[config.mk]
export PLATFORM = sky130hd
export DESIGN_NAME = smc_cycle_seq
export DESIGN_NICKNAME = d
export VERILOG_FILES = /design/src/rtl/smc_seq_pkg.sv /design/src/rtl/smc_sync.sv /design/src/rtl/smc_window.sv /design/src/rtl/smc_float.sv /design/src/rtl/smc_cycle_seq.sv
export SDC_FILE = /design/constraint.sdc
export NUM_CORES = 1
export LEC_CHECK = 0
export ABC_AREA = 1
export BUFFER_PORTS_ARGS = -buffer_cell sky130_fd_sc_hd__buf_2
export CAP_MARGIN = 0
export CORE_UTILIZATION = 41
export DETAILED_ROUTE_END_ITERATION = 10
export HOLD_SLACK_MARGIN = 0.03
export PLACE_DENSITY = 0.58
export SLEW_MARGIN = 20
export SYNTH_ARGS = -nofsm -noshare
export SYNTH_HDL_FRONTEND = slang
export SYNTH_HIERARCHICAL = 1
export SYNTH_SLANG_ARGS = --single-unit
[constraint.sdc]
create_clock -name clk_i -period 6.63 [get_ports clk_i]
set_input_delay 1.326 -clock clk_i [delete_from_list [all_inputs] [get_ports clk_i]]
set_output_delay 1.326 -clock clk_i [all_outputs]
set_load 0.01 [all_outputs]
[src/rtl/smc_seq_pkg.sv]
package smc_seq_pkg;
  typedef enum logic [1:0] {
    WAIT_OFF    = 2'b00,
    WAIT_RSV    = 2'b01,
    WAIT_FREEZE = 2'b10,
    WAIT_READY  = 2'b11
  } wait_mode_e;

  typedef enum logic [1:0] {
    ST_IDLE,
    ST_DLY,
    ST_ACT
  } seq_state_e;
endpackage

[src/rtl/smc_sync.sv]
module smc_sync #(
  parameter int STAGES = 2
) (
  input  logic clk_i,
  input  logic rst_ni,
  input  logic d_i,
  output logic q_o
);
  logic [STAGES-1:0] r_q;

  always_ff @(posedge clk_i or negedge rst_ni) begin
    if (!rst_ni) r_q <= '1;
    else         r_q <= {r_q[STAGES-2:0], d_i};
  end

  assign q_o = r_q[STAGES-1];
endmodule

[src/rtl/smc_window.sv]
module smc_window #(
  parameter int TW = 6,
  parameter int CW = 8
) (
  input  logic          en_i,
  input  logic [CW-1:0] t_i,
  input  logic [TW-1:0] setup_i,
  input  logic [TW-1:0] pulse_i,
  input  logic [TW-1:0] hold_i,
  output logic          act_o,
  output logic          last_o,
  output logic [CW-1:0] span_o
);
  logic [CW-1:0] beg_c, end_c;

  assign beg_c  = CW'(setup_i);
  assign end_c  = beg_c + CW'(pulse_i);
  assign act_o  = en_i && (t_i >= beg_c) && (t_i < end_c);
  assign last_o = en_i && (pulse_i != '0) && (t_i == end_c - 1'b1);
  assign span_o = end_c + CW'(hold_i);
endmodule

[src/rtl/smc_float.sv]
module smc_float #(
  parameter int FW = 4
) (
  input  logic          clk_i,
  input  logic          rst_ni,
  input  logic          load_i,
  input  logic [FW-1:0] val_i,
  output logic [FW-1:0] cnt_o
);
  always_ff @(posedge clk_i or negedge rst_ni) begin
    if (!rst_ni)            cnt_o <= '0;
    else if (load_i)        cnt_o <= val_i;
    else if (cnt_o != '0)   cnt_o <= cnt_o - 1'b1;
  end

  // float period drains one per cycle
  a_r5_float_drain: assert property (@(posedge clk_i) disable iff (!rst_ni)
    (cnt_o != '0 && !load_i) |=> (cnt_o == $past(cnt_o) - 1'b1));
endmodule

[src/rtl/smc_cycle_seq.sv]
module smc_cycle_seq
  import smc_seq_pkg::*;
#(
  parameter int TW          = 6,
  parameter int FW          = 4,
  parameter int SYNC_STAGES = 2
) (
  input  logic          clk_i,
  input  logic          rst_ni,
  input  logic          req_i,
  input  logic          we_i,
  output logic          ready_o,
  input  logic [TW-1:0] cs_setup_i,
  input  logic [TW-1:0] cs_pulse_i,
  input  logic [TW-1:0] cs_hold_i,
  input  logic [TW-1:0] st_setup_i,
  input  logic [TW-1:0] st_pulse_i,
  input  logic [TW-1:0] st_hold_i,
  input  logic          rd_by_strobe_i,
  input  logic          wr_by_strobe_i,
  input  logic [1:0]    wait_mode_i,
  input  logic [FW-1:0] float_cycles_i,
  input  logic          float_opt_i,
  input  logic          wait_ni,
  output logic          cs_no,
  output logic          rd_no,
  output logic          we_no,
  output logic          done_o,
  output logic          busy_o,
  output logic          cfg_err_o
);
  // cycle count covers three full 6-bit phases; FW must not exceed CW
  localparam int CW = TW + 2;

  seq_state_e    state_q;
  logic [CW-1:0] t_q, dly_q;
  logic          we_q;
  logic          in_act;
  logic          wait_s;
  wait_mode_e    mode;
  logic [FW-1:0] fcnt;

  smc_sync #(.STAGES(SYNC_STAGES)) u_sync (
    .clk_i (clk_i),
    .rst_ni(rst_ni),
    .d_i   (wait_ni),
    .q_o   (wait_s)
  );

  // window 0: chip select, window 1: read/write strobe
  logic [1:0][TW-1:0] w_setup, w_pulse, w_hold;
  logic [1:0]         w_act, w_last;
  logic [1:0][CW-1:0] w_span;

  assign in_act  = (state_q == ST_ACT);
  assign w_setup = {st_setup_i, cs_setup_i};
  assign w_pulse = {st_pulse_i, cs_pulse_i};
  assign w_hold  = {st_hold_i,  cs_hold_i};

  for (genvar g = 0; g < 2; g++) begin : g_win
    smc_window #(.TW(TW), .CW(CW)) u_win (
      .en_i   (in_act),
      .t_i    (t_q),
      .setup_i(w_setup[g]),
      .pulse_i(w_pulse[g]),
      .hold_i (w_hold[g]),
      .act_o  (w_act[g]),
      .last_o (w_last[g]),
      .span_o (w_span[g])
    );
  end

  assign mode = wait_mode_e'(wait_mode_i);

  logic ctl_sel, ctl_act, ctl_last, stall, fin, f_load;
  logic [CW-1:0] span_max, t_last;

  assign ctl_sel  = we_q ? wr_by_strobe_i : rd_by_strobe_i;
  assign ctl_act  = ctl_sel ? w_act[1]  : w_act[0];
  assign ctl_last = ctl_sel ? w_last[1] : w_last[0];

  assign stall = in_act && !wait_s &&
                 ((mode == WAIT_FREEZE && ctl_act) ||
                  (mode == WAIT_READY  && ctl_last));

  assign span_max = (w_span[0] > w_span[1]) ? w_span[0] : w_span[1];
  assign t_last   = (span_max == '0) ? '0 : span_max - 1'b1;
  assign fin      = in_act && !stall && (t_q == t_last);
  assign done_o   = fin;

  // float starts when the read controlling signal rises
  assign f_load = in_act && !we_q && ctl_last && !stall && (float_cycles_i != '0);

  smc_float #(.FW(FW)) u_float (
    .clk_i (clk_i),
    .rst_ni(rst_ni),
    .load_i(f_load),
    .val_i (float_cycles_i),
    .cnt_o (fcnt)
  );

  assign busy_o = (fcnt != '0);

  // start delay so the new controlling strobe waits for the float to end
  logic          new_sel, accept;
  logic [CW-1:0] new_setup, f_rem, dly_need;

  assign ready_o   = (state_q == ST_IDLE) && (!busy_o || float_opt_i);
  assign accept    = req_i && ready_o;
  assign new_sel   = we_i ? wr_by_strobe_i : rd_by_strobe_i;
  assign new_setup = CW'(new_sel ? st_setup_i : cs_setup_i);
  assign f_rem     = busy_o ? CW'(fcnt) - 1'b1 : '0;
  assign dly_need  = (float_opt_i && f_rem > new_setup) ? f_rem - new_setup : '0;

  always_ff @(posedge clk_i or negedge rst_ni) begin
    if (!rst_ni) begin
      state_q <= ST_IDLE;
      t_q     <= '0;
      dly_q   <= '0;
      we_q    <= 1'b0;
    end else begin
      unique case (state_q)
        ST_IDLE: if (accept) begin
          we_q <= we_i;
          t_q  <= '0;
          if (dly_need != '0) begin
            dly_q   <= dly_need;
            state_q <= ST_DLY;
          end else begin
            state_q <= ST_ACT;
          end
        end
        ST_DLY: begin
          if (dly_q == CW'(1)) state_q <= ST_ACT;
          else                 dly_q   <= dly_q - 1'b1;
        end
        ST_ACT: begin
          if (fin)         state_q <= ST_IDLE;
          else if (!stall) t_q     <= t_q + 1'b1;
        end
        default: state_q <= ST_IDLE;
      endcase
    end
  end

  assign cs_no = !w_act[0];
  assign rd_no = !(w_act[1] && !we_q);
  assign we_no = !(w_act[1] &&  we_q);

  logic [TW-1:0] rd_ctl_hold, wr_ctl_hold;
  assign rd_ctl_hold = rd_by_strobe_i ? st_hold_i : cs_hold_i;
  assign wr_ctl_hold = wr_by_strobe_i ? st_hold_i : cs_hold_i;
  assign cfg_err_o   = (mode == WAIT_FREEZE || mode == WAIT_READY) &&
                       (rd_ctl_hold == '0 || wr_ctl_hold == '0);

  a_r1_idle_quiet: assert property (@(posedge clk_i) disable iff (!rst_ni)
    !in_act |-> (cs_no && rd_no && we_no && !done_o));

  a_r2_done_single: assert property (@(posedge clk_i) disable iff (!rst_ni)
    done_o |=> !done_o);

  a_r3_one_strobe: assert property (@(posedge clk_i) disable iff (!rst_ni)
    !rd_no |-> we_no);

  a_r6_busy_blocks: assert property (@(posedge clk_i) disable iff (!rst_ni)
    (busy_o && !float_opt_i) |-> !ready_o);

  a_r7_float_clear: assert property (@(posedge clk_i) disable iff (!rst_ni)
    (in_act && ctl_act) |-> !busy_o);

  a_r8_off_runs: assert property (@(posedge clk_i) disable iff (!rst_ni)
    (in_act && !fin && (mode == WAIT_OFF || mode == WAIT_RSV)) |=> (t_q == $past(t_q) + 1'b1));

  a_r10_freeze_stable: assert property (@(posedge clk_i) disable iff (!rst_ni)
    (mode == WAIT_FREEZE && stall) |=> $stable({cs_no, rd_no, we_no}));
endmodule

==> impl_metrics.py <==
metrics = {
    "outcome": {
        "status": "finished with violations",
        "violations": "setup timing",
    },
    "yosys": {
        "ys_warn_count": 6,
        "syn_inst": 810,
        "ys_seq_elements": 25,
        "synth_area_leaders": "ha_1, nand2_1, dfrtp_1",
        "yosysTopAreaCell": "ha_1",
        "synthesis.area_um2": 5020,
        "syn_area_per_cell_um2": 6.19,
        "yosysSeqAreaShare_pct": 12.5,
        "synth_top_area_share_pct": 17.7,
        "synth_fp_nets": 936,
        "yosys.cell_types.count": 45,
    },
    "layout": {
        "fillCellCount": 1150,
        "multiInputGateArea_um2": 4360,
        "layout_common_cells": "nand2_1, inv_1, buf_4, nand3_1, nor2_1",
        "fin_nets": 1092,
        "antenna_cells": 0,
        "area_growth_pct": 35.4,
        "layout_commonest_cell": "nand2_1",
        "layout-drive-gt1-share_pct": 30.3,
        "regArea_um2": 628,
        "final_cells": 1112,
        "final_area_um2": 6790,
    },
    "sta": {
        "drv_slew": 0,
        "worst-slew-pin-transition_ns": 0.890,
        "rsz0062_at_grt": "yes",
        "fin_ws_ns": -0.103,
        "setup_violations": 1,
        "final_hold_viol_count": 0,
        "hold_ws_ns": 0.357,
        "finalClockSkew_ns": 0.00623,
        "relSlewSlack_pct": 40.1,
        "fmax_mhz": 149,
        "period_minus_slack_ns": 6.73,
        "timing.final.crit_share_pct": 102,
    },
    "job": {
        "maxCapViolCount": 0,
    },
    "placed_design": {
        "place_inst": 1079,
        "placed_area_um2": 5980,
        "port_buffers": 56,
        "hpwl_um": 11900,
        "place_ws_ns": -0.318,
        "place.gp.congestion": 0.875,
    },
    "power_and_ir_drop": {
        "power_density_nw_per_um2": 322,
        "leakage_nw": 3.71,
        "irDropWorstVdd_uv": 146,
    },
    "detailed_routing": {
        "vias": 5701,
        "wirelength_um": 15300,
        "initialDrtViolationCount": 315,
        "wl_per_cell_um": 13.8,
        "vias_per_cell": 5.13,
        "ant_nets": 0,
        "drc_errors": 0,
        "first_pass_iters": 5,
    },
    "die": {
        "fp.coreArea_um2": 12000,
        "io_pins": 57,
        "die_x_um": 113,
        "dieArea_um2": 12700,
        "placementRows": 40,
        "floorplan.initialDensity_pct": 41.9,
        "fp.dieH_um": 113,
    },
    "grt": {
        "grt_max_degree": 26,
        "antenna_found_initial": 0,
        "track_usage_pct": 24.0,
        "grt_pass1_vias": 5339,
        "grt_pass1_wl_um": 24900,
        "grt_overflow_total": 0,
    },
    "setup_path": {
        "cp-end-kind": "output port",
        "slowest_delay_ns": 0.39,
        "critical_path.startpoint": "st_setup_i[0]",
        "r2r_cells": 17,
        "path_max_fanout": 4,
        "cp.required_ns": 5.30,
        "r2r-start": "t_q[1]",
        "cp.arrival_ns": 5.41,
        "crit_end": "done_o",
        "critPathKind": "input pin to output port",
        "reg2reg_to": "u_float/cnt_o[2]",
        "cp_slowest_cell": "fa_2",
        "startpoint_type": "input pin",
        "rrSetupSlack_ns": 3.09,
        "cp_common_cell": "buf_4",
    },
    "clocking": {
        "ctsHtreeMaxLevel": 1,
        "cts.clk_slew.worst_paths_ns": 0.07,
        "clkSinkCount": 25,
        "cts_root_buf": "clkbuf_16",
        "clockBufferDepth": 2,
        "cts_buffers": 3,
        "postCtsHoldBufs": 0,
        "cts_tree": "yes",
        "insertion_delay_ns": 0.26,
    },
    "min_path": {
        "hold_path_class": "flip-flop to flip-flop",
    },
}
## timing repair
item / CTS / global route
cloned: 1 / 0
resized for setup: 63 / 41
setup buffers: 22 / 6
setup endpoints to repair: 1 / 1
pin swaps: 47 / 48
## cell families (layout without fill, tap and decap cells)
logic type | Yosys count | in the layout | share of synthesized area (%)
AOI/OAI and AO/OA | 91 | 91 | 10.2
xor gates and xnor gates | 19 | 19 | 3.32
adders and majority gates | 76 | 76 | 19.7
buffers and inverters | 134 | 288 | 10.6
DFF | 25 | 25 | 12.5
muxes | 8 | 8 | 1.65
other | 2 | 2 | 0.150
and+or+nand+nor | 455 | 456 | 41.8
## layout make-up
| type | count | share of cell area (%) |
|---|---|---|
| repair buffers | 156 | 15.7 |
| inverters | 128 | 7.07 |
| clock buffers | 4 | 1.16 |
| flip-flops and latches | 25 | 9.24 |
| multi-input cells | 652 | 64.1 |
| well taps | 147 | 2.71 |
## sequential cells by signal (all words and copies together) (netlist names)
signal and flops:
dly_q 8, state_q 2, t_q 8, u_float/cnt_o 4
u_sync/r_q 2, we_q 1
## stage by stage
stage / total power [mW] / util [%] / TNS (ns)
floorplan: 1.29 / - / 0
global placement: 1.71 / 50.0 / -0.253
detailed placement: 1.74 / 50.0 / -0.318
CTS: 2.05 / 54.5 / -0.0602
global route: 2.44 / 56.8 / -0.401
finish: 2.19 / 56.8 / -0.103
## worst max-delay path, delay by kind of cell
| kind | cells | cell delay, ns |
|---|---|---|
| XOR/XNOR | 1 | 0.24 |
| AND/OR/NAND/NOR | 14 | 1.14 |
| AO/OA/AOI/OAI | 1 | 0.17 |
| adder cells (fa/ha/maj) | 3 | 0.82 |
| buffers and inverters | 15 | 1.68 |
## worst min path at each step
stage                             start       endpoint  slack (ns)  cells after the start
after floorplan           u_sync/r_q[0]  u_sync/r_q[1]        0.35                      0
final                     u_sync/r_q[0]  u_sync/r_q[1]        0.36                      0
after CTS                 u_sync/r_q[0]  u_sync/r_q[1]        0.36                      0
after global placement    u_sync/r_q[0]  u_sync/r_q[1]        0.35                      0
after detailed placement  u_sync/r_q[0]  u_sync/r_q[1]        0.35                      0
after global routing      u_sync/r_q[0]  u_sync/r_q[1]        0.36                      0
## layer usage
layer	vias up	track usage [%]	wire [um]
li1	2943	-	-
met1	2618	32.1	7080
met2	122	42.2	7470
met3	18	1.67	546
met4	0	4.89	230
met5	-	0	0
## Yosys cell counts, drive strengths merged
master  count
nor3        9
nand4      10
nand2     248
xor2       17
inv       125
a21boi      3
or4         1
o21a        2
a41oi       1
dfrtp      23
a21o        2
clkinv      3
buf         6
fa          5
o211ai      5
nand3b     10
a31oi       4
and2        1
o21bai      2
or2         4
ha         71
a21oi      41
nand3      88
conb        2
mux2i       6
xnor2       2
a211oi      1
a211o       2
o21ai      28
dfstp       2
mux2        2
nor4        6
nor2       78
## report_power, final
| group | internal, mW | switching [mW] |
|---|---|---|
| registers | 0.205 | 0.0822 |
| logic | 0.774 | 0.992 |
| clock network | 0.0824 | 0.0558 |
| total | 1.06 | 1.13 |
Note: power is estimated with default switching activity, not from simulation.
